<file path="src/rtl/spw_pkg.sv">
package spw_pkg;
  localparam int NPORT  = 4;
  localparam int PORT_W = 2;
  localparam int FRAC_W = 8;
  localparam int SCORE_W = 2 * FRAC_W + 2;

  typedef enum logic [PORT_W-1:0] {
    DIR_NORTH = 2'd0,
    DIR_EAST  = 2'd1,
    DIR_SOUTH = 2'd2,
    DIR_WEST  = 2'd3
  } dir_e;

  typedef enum logic [1:0] {
    WSEL_PROB = 2'd0,
    WSEL_BUF  = 2'd1,
    WSEL_PWR  = 2'd2,
    WSEL_NONE = 2'd3
  } wsel_e;

  typedef struct packed {
    logic [FRAC_W-1:0] prob;
    logic [FRAC_W-1:0] buf_w;
    logic [FRAC_W-1:0] pwr;
  } weights_t;
endpackage

</file>
<file path="src/rtl/spw_norm.sv">
module spw_norm #(
  parameter int IN_W    = 5,
  parameter int MAX_VAL = 16,
  parameter int FRAC_W  = 8
) (
  input  logic [IN_W-1:0]   raw,
  output logic [FRAC_W-1:0] frac
);
  localparam int SW = IN_W + FRAC_W;
  localparam logic [SW-1:0] DIVISOR = SW'(MAX_VAL);

  logic [SW-1:0] scaled;
  logic          over;

  always_comb begin
    scaled = {raw, {FRAC_W{1'b0}}} / DIVISOR;
    over   = |scaled[SW-1:FRAC_W];
    frac   = over ? {FRAC_W{1'b1}} : scaled[FRAC_W-1:0];
  end
endmodule

</file>
<file path="src/rtl/spw_score.sv">
module spw_score #(
  parameter int FRAC_W  = 8,
  parameter int SCORE_W = 18
) (
  input  logic [FRAC_W-1:0]  prob,
  input  logic [FRAC_W-1:0]  nbuf,
  input  logic [FRAC_W-1:0]  npwr,
  input  logic [FRAC_W-1:0]  w_prob,
  input  logic [FRAC_W-1:0]  w_buf,
  input  logic [FRAC_W-1:0]  w_pwr,
  output logic [SCORE_W-1:0] score
);
  localparam int PW = 2 * FRAC_W;

  logic [PW-1:0]     term_p;
  logic [PW-1:0]     term_b;
  logic [PW-1:0]     term_w;
  logic [FRAC_W-1:0] pwr_head;

  always_comb begin
    pwr_head = ~npwr;
    term_p   = PW'(w_prob) * PW'(prob);
    term_b   = PW'(w_buf)  * PW'(nbuf);
    term_w   = PW'(w_pwr)  * PW'(pwr_head);
    score    = SCORE_W'(term_p) + SCORE_W'(term_b) + SCORE_W'(term_w);
  end
endmodule

</file>
<file path="src/rtl/spw_pick.sv">
module spw_pick #(
  parameter int NPORT   = 4,
  parameter int PORT_W  = 2,
  parameter int SCORE_W = 18
) (
  input  logic [NPORT-1:0]         elig,
  input  logic [NPORT*SCORE_W-1:0] scores,
  output logic                     hit,
  output logic [PORT_W-1:0]        idx
);
  logic [SCORE_W-1:0] best;
  logic [SCORE_W-1:0] cur;

  always_comb begin
    hit  = 1'b0;
    idx  = '0;
    best = '0;
    cur  = '0;
    for (int i = 0; i < NPORT; i++) begin
      cur = scores[i*SCORE_W +: SCORE_W];
      if (elig[i] && (!hit || cur > best)) begin
        hit  = 1'b1;
        best = cur;
        idx  = PORT_W'(i);
      end
    end
  end
endmodule

</file>
<file path="src/rtl/spw_wregs.sv">
module spw_wregs #(
  parameter int FRAC_W    = 8,
  parameter int W_PROB_RST = 77,
  parameter int W_BUF_RST  = 102,
  parameter int W_PWR_RST  = 77
) (
  input  logic              clk,
  input  logic              rst_n,
  input  logic              we,
  input  logic [1:0]        sel,
  input  logic [FRAC_W-1:0] data,
  output spw_pkg::weights_t wts
);
  import spw_pkg::*;

  always_ff @(posedge clk) begin
    if (!rst_n) begin
      wts.prob  <= FRAC_W'(W_PROB_RST);
      wts.buf_w <= FRAC_W'(W_BUF_RST);
      wts.pwr   <= FRAC_W'(W_PWR_RST);
    end else if (we) begin
      case (wsel_e'(sel))
        WSEL_PROB: wts.prob  <= data;
        WSEL_BUF:  wts.buf_w <= data;
        WSEL_PWR:  wts.pwr   <= data;
        default:   ;
      endcase
    end
  end
endmodule

</file>
<file path="src/rtl/port_score_sel.sv">
module port_score_sel #(
  parameter int BUF_W      = 5,
  parameter int MAX_BUF    = 16,
  parameter int PWR_W      = 8,
  parameter int MAX_PWR    = 200,
  parameter int W_PROB_RST = 77,
  parameter int W_BUF_RST  = 102,
  parameter int W_PWR_RST  = 77
) (
  input  logic                              clk,
  input  logic                              rst_n,
  input  logic                              wgt_we,
  input  logic [1:0]                        wgt_sel,
  input  logic [spw_pkg::FRAC_W-1:0]        wgt_data,
  input  logic                              in_valid,
  output logic                              in_ready,
  input  logic [spw_pkg::NPORT-1:0]         cand,
  input  logic [spw_pkg::NPORT-1:0]         resv,
  input  logic [spw_pkg::NPORT*spw_pkg::FRAC_W-1:0] prob,
  input  logic [spw_pkg::NPORT*BUF_W-1:0]   free_cnt,
  input  logic [spw_pkg::NPORT*PWR_W-1:0]   pwr_delta,
  output logic                              out_valid,
  input  logic                              out_ready,
  output logic                              res_hit,
  output logic [spw_pkg::PORT_W-1:0]        res_port
);
  import spw_pkg::*;

  weights_t                 wts;
  logic [NPORT-1:0]         elig;
  logic [NPORT*SCORE_W-1:0] scores;
  logic                     pick_hit;
  logic [PORT_W-1:0]        pick_idx;
  logic                     accept;

  spw_wregs #(
    .FRAC_W(FRAC_W), .W_PROB_RST(W_PROB_RST),
    .W_BUF_RST(W_BUF_RST), .W_PWR_RST(W_PWR_RST)
  ) u_wregs (
    .clk(clk), .rst_n(rst_n), .we(wgt_we), .sel(wgt_sel),
    .data(wgt_data), .wts(wts)
  );

  assign elig = cand & ~resv;

  for (genvar g = 0; g < NPORT; g++) begin : g_port
    logic [FRAC_W-1:0] nbuf;
    logic [FRAC_W-1:0] npwr;

    spw_norm #(.IN_W(BUF_W), .MAX_VAL(MAX_BUF), .FRAC_W(FRAC_W)) u_nbuf (
      .raw(free_cnt[g*BUF_W +: BUF_W]), .frac(nbuf)
    );
    spw_norm #(.IN_W(PWR_W), .MAX_VAL(MAX_PWR), .FRAC_W(FRAC_W)) u_npwr (
      .raw(pwr_delta[g*PWR_W +: PWR_W]), .frac(npwr)
    );
    spw_score #(.FRAC_W(FRAC_W), .SCORE_W(SCORE_W)) u_score (
      .prob(prob[g*FRAC_W +: FRAC_W]), .nbuf(nbuf), .npwr(npwr),
      .w_prob(wts.prob), .w_buf(wts.buf_w), .w_pwr(wts.pwr),
      .score(scores[g*SCORE_W +: SCORE_W])
    );
  end

  spw_pick #(.NPORT(NPORT), .PORT_W(PORT_W), .SCORE_W(SCORE_W)) u_pick (
    .elig(elig), .scores(scores), .hit(pick_hit), .idx(pick_idx)
  );

  assign in_ready = !out_valid || out_ready;
  assign accept   = in_valid && in_ready;

  always_ff @(posedge clk) begin
    if (!rst_n) begin
      out_valid <= 1'b0;
      res_hit   <= 1'b0;
      res_port  <= '0;
    end else if (accept) begin
      out_valid <= 1'b1;
      res_hit   <= pick_hit;
      res_port  <= pick_hit ? pick_idx : '0;
    end else if (out_ready) begin
      out_valid <= 1'b0;
    end
  end
endmodule

</file>
<file path="config.mk">
export PLATFORM = sky130hd
export DESIGN_NAME = port_score_sel
export DESIGN_NICKNAME = d
export VERILOG_FILES = /design/src/rtl/spw_pkg.sv /design/src/rtl/spw_norm.sv /design/src/rtl/spw_score.sv /design/src/rtl/spw_pick.sv /design/src/rtl/spw_wregs.sv /design/src/rtl/port_score_sel.sv
export SDC_FILE = /design/constraint.sdc
export NUM_CORES = 2
export LEC_CHECK = 0
export BUFFER_PORTS_ARGS = -buffer_cell sky130_fd_sc_hd__buf_2
export CORE_ASPECT_RATIO = 1.1
export CORE_MARGIN = 4
export CORE_UTILIZATION = 30
export DETAILED_ROUTE_END_ITERATION = 8
export GPL_ROUTABILITY_DRIVEN = 0
export SYNTH_ARGS = -nofsm -noshare
export SYNTH_HDL_FRONTEND = slang
export SYNTH_HIERARCHICAL = 1
export SYNTH_SLANG_ARGS = --single-unit
export TNS_END_PERCENT = 100
</file>
<file path="constraint.sdc">
create_clock -name clk -period 22.6 [get_ports clk]
set_input_delay 0 -clock clk [delete_from_list [all_inputs] [get_ports clk]]
set_output_delay 0 -clock clk [all_outputs]
set_load 0.005 [all_outputs]
</file>
Yosys cells after proc, flatten, opt, wreduce, memory -nomap -nowiden
Cells that the tools add are included.
{"block": "totals", "ramBits": 0, "output_inout_bits": 5, "elab_cells": 83, "input_bits": 107, "latch_bits": 0, "register_bits": 28, "mem_count": 0, "romBits": 0}
{"block": "op_classes", "n_mux": 21, "addsub": 8, "reduce_logical": 21, "magnitude_cmp": 3, "n_div": 4, "n_bitwise": 6, "shift": 0, "multipliers": 12, "eq_ne": 2}
{"cell": "$mul A8 B8 Y16", "count": 12}
{"cell": "$add A18 B16 Y18", "count": 4}
{"cell": "$add A16 B16 Y17", "count": 4}
{"cell": "$div A16 B8 Y16 const B", "count": 4}
{"cell": "$mux W8", "count": 8}
{"cell": "$gt A18 B18 Y1", "count": 3}
{"cell": "$mux W18", "count": 3}
{"cell": "$not A8 Y8", "count": 4}
{"cell": "$reduce_or A8 Y1", "count": 4}
{"cell": "$mux W1", "count": 7}
{"cell": "$mux W2", "count": 3}
{"cell": "$reduce_and A2 Y1", "count": 3}
{"cell": "$and A4 B4 Y4", "count": 1}
{"cell": "$logic_and A1 B1 Y1", "count": 4}
{"cell": "$logic_not A1 Y1", "count": 4}
{"cell": "$logic_or A1 B1 Y1", "count": 4}
{"cell": "$not A4 Y4", "count": 1}
{"cell": "$eq A2 B1 Y1 const B", "count": 1}
{"cell": "$eq A2 B2 Y1 const B", "count": 1}
{"cell": "$logic_not A2 Y1", "count": 1}
{"cell": "$reduce_bool A2 Y1", "count": 1}

Depth between registers and ports, before layout
{"block": "logic_depth", "depth_word": 20, "ltp_mapped": 82, "mapped_depth_nobuf": 75}

Modules after synthesis
Netlist, hierarchy kept.
{"module": "spw_score at g_port[1].u_score ...", "area_per_inst_um2": 6877.8, "n_inst": 2, "cells_each": 749, "seq_area_each_um2": 0.0}
{"module": "spw_norm at g_port[0].u_npwr ...", "area_per_inst_um2": 1906.8, "n_inst": 4, "cells_each": 278, "seq_area_each_um2": 0.0}
{"module": "spw_score at g_port[0].u_score", "area_per_inst_um2": 6950.4, "n_inst": 1, "cells_each": 763, "seq_area_each_um2": 0.0}
{"module": "spw_score at g_port[3].u_score", "area_per_inst_um2": 6870.3, "n_inst": 1, "cells_each": 751, "seq_area_each_um2": 0.0}
{"module": "spw_pick", "area_per_inst_um2": 1978.1, "n_inst": 1, "cells_each": 237, "seq_area_each_um2": 0.0}
{"module": "spw_wregs", "area_per_inst_um2": 962.2, "n_inst": 1, "cells_each": 95, "seq_area_each_um2": 480.5}
{"module": "spw_norm at g_port[0].u_nbuf ...", "area_per_inst_um2": 55.1, "n_inst": 4, "cells_each": 8, "seq_area_each_um2": 0.0}
{"module": "port_score_sel", "area_per_inst_um2": 196.4, "n_inst": 1, "cells_each": 21, "seq_area_each_um2": 80.1}

Least setup slack after synthesis
Ideal clock, no wire load.
{"block": "synth_timing", "kind": "input -> register", "startpoint": "in pwr_delta[3] (netlist bit)", "endpoint": "reg res_port[1] (netlist bit)", "setup_ps": 118, "arrival_time_ps": 16317, "path_buffers": 6, "required_ps": 22482, "stages": 77, "setup_slack_ps": 6165, "path_cell_list": "buf_2 > or3_1 > buf_2 > o211ai_2 > a21o_1 > or2_2 > a21oi_1 > ha_1 > nand2b_2 > a31oi_2 > mux2i_1 > inv_1 > ha_1 > a2111o_1 > o21ai_4 > inv_4 > ha_1 > a2111oi_4 > [... 41 more ...] > mux2_4 > ha_1 > and4_1 > nand4_1 > o41ai_2 > o21ai_0 > a21oi_1 > clkbuf_8 > mux2_4 > ha_1 > a21o_1 > a21o_1 > a211o_1 > a211oi_1 > o21a_1 > o21ai_0 > nand3_1 > mux2i_1"}
{"block": "synth_between", "elab_chain_len": 20, "elab_cells_between_ends": 26, "cone_classes": "1 x add/sub; 1 x mul; 1 x div; 3 x order compare; 10 x mux; 1 x bitwise; 9 x reduce/logical"}
{"item": "from (decl)", "line": "port_score_sel.sv:21", "rtl": "input logic [spw_pkg::NPORT*PWR_W-1:0] pwr_delta,"}
{"item": "$div A16 B8 Y16 *", "line": "spw_norm.sv:16", "rtl": "scaled = {raw, {FRAC_W{1'b0}}} / DIVISOR;"}
{"item": "$reduce_or A8 Y1", "line": "spw_norm.sv:17", "rtl": "over = |scaled[SW-1:FRAC_W];"}
{"item": "$mux W8 *", "line": "spw_norm.sv:18", "rtl": "frac = over ? {FRAC_W{1'b1}} : scaled[FRAC_W-1:0];"}
{"item": "net g_port[0].npwr[0]", "line": "port_score_sel.sv:48", "rtl": "logic [FRAC_W-1:0] npwr;"}
{"item": "$not A8 Y8 *", "line": "spw_score.sv:21", "rtl": "pwr_head = ~npwr;"}
{"item": "$mul A8 B8 Y16 *", "line": "spw_score.sv:24", "rtl": "term_w = PW'(w_pwr) * PW'(pwr_head);"}
{"item": "$add A18 B16 Y18 *", "line": "spw_score.sv:25", "rtl": "score = SCORE_W'(term_p) + SCORE_W'(term_b) + SCORE_W'(term_w);"}
{"item": "net scores[15]", "line": "port_score_sel.sv:31", "rtl": "logic [NPORT*SCORE_W-1:0] scores;"}
{"item": "[... 7 more ...]"}
{"item": "$logic_and A1 B1 Y1", "line": "spw_pick.sv:21", "rtl": "if (elig[i] && (!hit || cur > best)) begin"}
{"item": "$mux W18 or $mux W1 (tied branches)", "line": "spw_pick.sv:21"}
{"item": "$gt A18 B18 Y1 or $logic_not A1 Y1 (tied branches)", "line": "spw_pick.sv:21"}
{"item": "$logic_or A1 B1 Y1", "line": "spw_pick.sv:21"}
{"item": "$logic_and A1 B1 Y1", "line": "spw_pick.sv:21"}
{"item": "$mux W2 *", "line": "spw_pick.sv:21"}
{"item": "net pick_idx[1]", "line": "port_score_sel.sv:33", "rtl": "logic [PORT_W-1:0] pick_idx;"}
{"item": "$mux W2 *", "line": "port_score_sel.sv:78", "rtl": "res_port <= pick_hit ? pick_idx : '0;"}
{"item": "to (signal assigned)", "line": "port_score_sel.sv:78"}
{"item": "to (decl)", "line": "port_score_sel.sv:25", "rtl": "output logic [spw_pkg::PORT_W-1:0] res_port"}
The timed path passes the listed nets; every way through them passes the cells marked *.
A chain may end at the register's enable or synchronous reset.

Worst setup path after layout
{"block": "layout_timing", "startpoint": "in pwr_delta[7] (netlist bit)", "endpoint": "reg res_port[1] (netlist bit)"}
Same word-level chain as after synthesis.

==> impl_metrics.prom <==
# TYPE chip_impl_metric gauge
chip_impl_metric{name="final.setup.tns",unit="ps"} 0
chip_impl_metric{name="worst_clock_skew",unit="ps"} 4.25
chip_impl_metric{name="boundaryPins",unit=""} 112
chip_impl_metric{name="pin_count_of_the_biggest_net_entering_global_routing",unit=""} 42
chip_impl_metric{name="gr-usage-all-layers",unit=""} 0.153
chip_impl_metric{name="synth_compound_area_frac",unit=""} 0.128
chip_impl_info{name="critical-path-top-cell-by-count",value="ha_1"} 1
chip_impl_metric{name="syn2layout_area_growth",unit="%"} 6.49
chip_impl_metric{name="final_nets",unit=""} 5796
chip_impl_metric{name="post_synth_inst_count",unit=""} 4509
chip_impl_metric{name="htree_num_levels",unit=""} 1
chip_impl_info{name="cell_types_with_the_largest_area_share_after_synthesis",value="fa_1, ha_1, inv_1"} 1
chip_impl_metric{name="timing.final.max_slew_violations",unit=""} 0
chip_impl_metric{name="yosys.area_share.xor_xnor",unit=""} 0.0170
chip_impl_metric{name="adder_cell_fraction_of_synth_area",unit=""} 0.488
chip_impl_info{name="crit_path_top_delay_cell",value="a31o_1"} 1
chip_impl_metric{name="clkLatencyLatePin",unit="ps"} 270
chip_impl_metric{name="congestion_overflow_gr",unit=""} 0
chip_impl_metric{name="synth.lib_cells_used.distinct",unit=""} 104
chip_impl_metric{name="die_y",unit="um"} 384
chip_impl_metric{name="synth.top_cell.area_share",unit=""} 0.334
chip_impl_info{name="min_path_type",value="input pin to flip-flop"} 1
chip_impl_metric{name="final_period_minus_worst_setup_slack",unit="ps"} 19520
chip_impl_metric{name="postSynthNetCount",unit=""} 5734
chip_impl_metric{name="via_count_of_the_first_global_routing_pass",unit=""} 31400
chip_impl_metric{name="wl_per_cell",unit="um"} 16.4
chip_impl_metric{name="viasPerCell",unit=""} 4.90
chip_impl_metric{name="timing.final.crit_share",unit=""} 0.864
chip_impl_metric{name="numCtsBuffers",unit=""} 3
chip_impl_info{name="synthMostInstantiatedCell",value="inv_1"} 1
chip_impl_metric{name="critical_path_arrival",unit="ps"} 19690
chip_impl_metric{name="core_area",unit="mm2"} 0.127
chip_impl_metric{name="slew_headroom",unit=""} 0.251
chip_impl_info{name="kind_of_start_point_of_the_critical_path",value="input pin"} 1
chip_impl_metric{name="die_area",unit="mm2"} 0.134
chip_impl_metric{name="worst-endpoint-required",unit="ps"} 22770
chip_impl_metric{name="route.vias.total",unit=""} 30600
chip_impl_metric{name="yosys_register_bits",unit=""} 28
chip_impl_metric{name="cts.clk_slew.worst_paths",unit="ps"} 80
chip_impl_info{name="critical_path_class",value="input pin to flip-flop"} 1
chip_impl_metric{name="start_util",unit=""} 0.303
chip_impl_info{name="tritoncts_clock_tree",value="done"} 1
chip_impl_metric{name="synth_simple_gate_area_frac",unit=""} 0.204
chip_impl_metric{name="clockBufferDepth",unit=""} 2
chip_impl_metric{name="dr.first_iter.drc_count",unit=""} 1628
chip_impl_info{name="largest_family_of_logic_cells_by_synthesized_area",value="adder cells"} 1
chip_impl_metric{name="grt_antenna_before_repair",unit=""} 22
chip_impl_info{name="run_status",value="finished, final reports clean"} 1
chip_impl_metric{name="first_pass_iters",unit=""} 6
chip_impl_metric{name="cts.sinks",unit=""} 28
chip_impl_metric{name="maximum_fanout_along_the_worst_path",unit=""} 21
chip_impl_metric{name="max_clk_rate",unit="GHz"} 0.0512
chip_impl_metric{name="placementRows",unit=""} 137
chip_impl_info{name="clock-root-buffer",value="clkbuf_16"} 1
chip_impl_info{name="rsz0062_at_grt",value="false"} 1
chip_impl_metric{name="detail_route.drc_violations",unit=""} 0
chip_impl_metric{name="detailedPlacementHpwl",unit="um"} 84400
chip_impl_metric{name="timing_hold_violations_final",unit=""} 0
chip_impl_metric{name="number_of_enable_type_register_cells_in_the_synthesized_netlist",unit=""} 0
chip_impl_metric{name="yosysWarningCount",unit=""} 6
chip_impl_info{name="synth_top_cells_by_count",value="inv_1, fa_1, ha_1, and2_1, nand2_1"} 1
chip_impl_metric{name="place.port_buffers",unit=""} 111
chip_impl_info{name="timing.critical_path.to_type",value="flip-flop"} 1
chip_impl_info{name="library_cell_with_the_largest_summed_area_after_synthesis",value="fa_1"} 1
chip_impl_metric{name="yosys-mux-area-fraction",unit=""} 0.0346
chip_impl_metric{name="synth_sequential_area_ratio",unit=""} 0.0145
chip_impl_metric{name="setup-violations-final",unit=""} 0
chip_impl_metric{name="ys_async_sr_fraction",unit=""} 0
chip_impl_metric{name="routed_wirelength",unit="um"} 103000
chip_impl_metric{name="max_cap_violations",unit=""} 0
chip_impl_metric{name="die_w",unit="um"} 350
chip_impl_metric{name="postRouteAntennaNets",unit=""} 0
chip_impl_metric{name="ratio_of_cells_with_drive_above_1_in_the_final_layout",unit=""} 0.0711
chip_impl_metric{name="cp_slowest_stage_delay",unit="ps"} 810
chip_impl_metric{name="max_slew.worst_pin.slew",unit="ps"} 1120
chip_impl_metric{name="post_synth.cell_area_avg",unit="um2"} 8.55
chip_impl_metric{name="post_synth_instance_area",unit="mm2"} 0.0386
chip_impl_metric{name="grt_pass1_wl",unit="um"} 167000
chip_impl_info{name="synth_flop_cell",value="dfxtp_1"} 1
-- cells in the final DEF, fill, tap and decap left out, types with 13 or more instances in the layout --
cell type	count
nor2_1	122
nand2b_1	139
diode_2	13
o21a_1	28
a21boi_0	14
a311oi_1	13
mux2_4	18
xnor2_1	65
o2bb2ai_1	14
buf_4	38
a21o_1	48
a211oi_1	36
fa_1	644
or3_1	23
nor2b_1	183
a21oi_1	120
nand3b_1	13
o21ai_0	50
ha_1	474
inv_1	998
and2_1	366
o211ai_1	31
nand2_1	365
mux2_2	26
a31oi_1	34
nor3_1	57
nand4_1	25
nand3_1	60
or2_1	20
mux2i_1	66
buf_2	111
o21ai_1	16
dfxtp_1	27
-- worst max-delay path, delay by kind of cell --
family          cells  cell delay [ps]
compound gates     25             7060
simple gates       16             3050
mux                 5             1740
fa+ha+maj          16             6270
buf+inv            10             1550
-- final cells by class --
cell class	instances	area, um2
clock inverters	1	30.0
clock buffers	3	75.1
diodes	13	32.5
multi-input cells	3381	33600
flip-flops and latches	28	562
repair buffers	151	861
fillers	13500	86100
well taps	1668	2090
inverters	1006	3790
-- stage by stage --
step                setup WS, ps  cell area, um2  hold WS (ps)  utilization  instances
global placement            3410           40900           266        0.322       6232
CTS                         3270           41000          6.77        0.323       6238
floorplan                   6160           38600           118            -       4509
finish                      3080           41100          8.95        0.323       6251
global route                1700           41000          25.6        0.323       6240
detailed placement          3070           40900           274        0.322       6232
-- logic make-up after synthesis --
family,count (synthesis)
AND/OR/NAND/NOR,1454
adder cells (fa/ha/maj),1118
buffers and inverters,1100
AO/OA/AOI/OAI,616
multiplexers,118
XOR/XNOR,75
flip-flops,28
-- state kept, by name, indices dropped and copies added, names as in the netlist --
| register | flops |
|---|---|
| u_wregs/wts | 24 |
| out_valid | 1 |
| res_port | 2 |
| res_hit | 1 |
-- metal layers --
metal / global-route usage / part of all wire / vias to the layer above
li1: - / - / 14600
met1: 0.202 / 0.44 / 15300
met4: 0.0287 / 0.020 / 2
met3: 0.0180 / 0.045 / 124
met5: 0 / 0.000098 / -
met2: 0.271 / 0.49 / 645
-- final timing paths --
kind	start	end	slack (ps)	cells past startpoint
hold / removal	in_valid	out_valid$_SDFFE_PN0P_	9	3
setup reg to reg	u_wregs/wts[13]$_SDFFE_PN1P_	res_port[1]$_SDFFE_PN0P_	9760	44
setup / recovery	pwr_delta[7]	res_port[1]$_SDFFE_PN0P_	3080	72
hold reg to reg	res_hit$_SDFFE_PN0P_	res_hit$_SDFFE_PN0P_	470	2
-- repair_timing --
action	4_1_cts	5_1_grt
hold buffers	2	0
buffers inserted	0	0
gates resized for setup	0	0
hold endpoints to repair	2	0
Power is not shown: default switching activity piles up to over one toggle a cycle in this logic, so the estimate is an artifact.
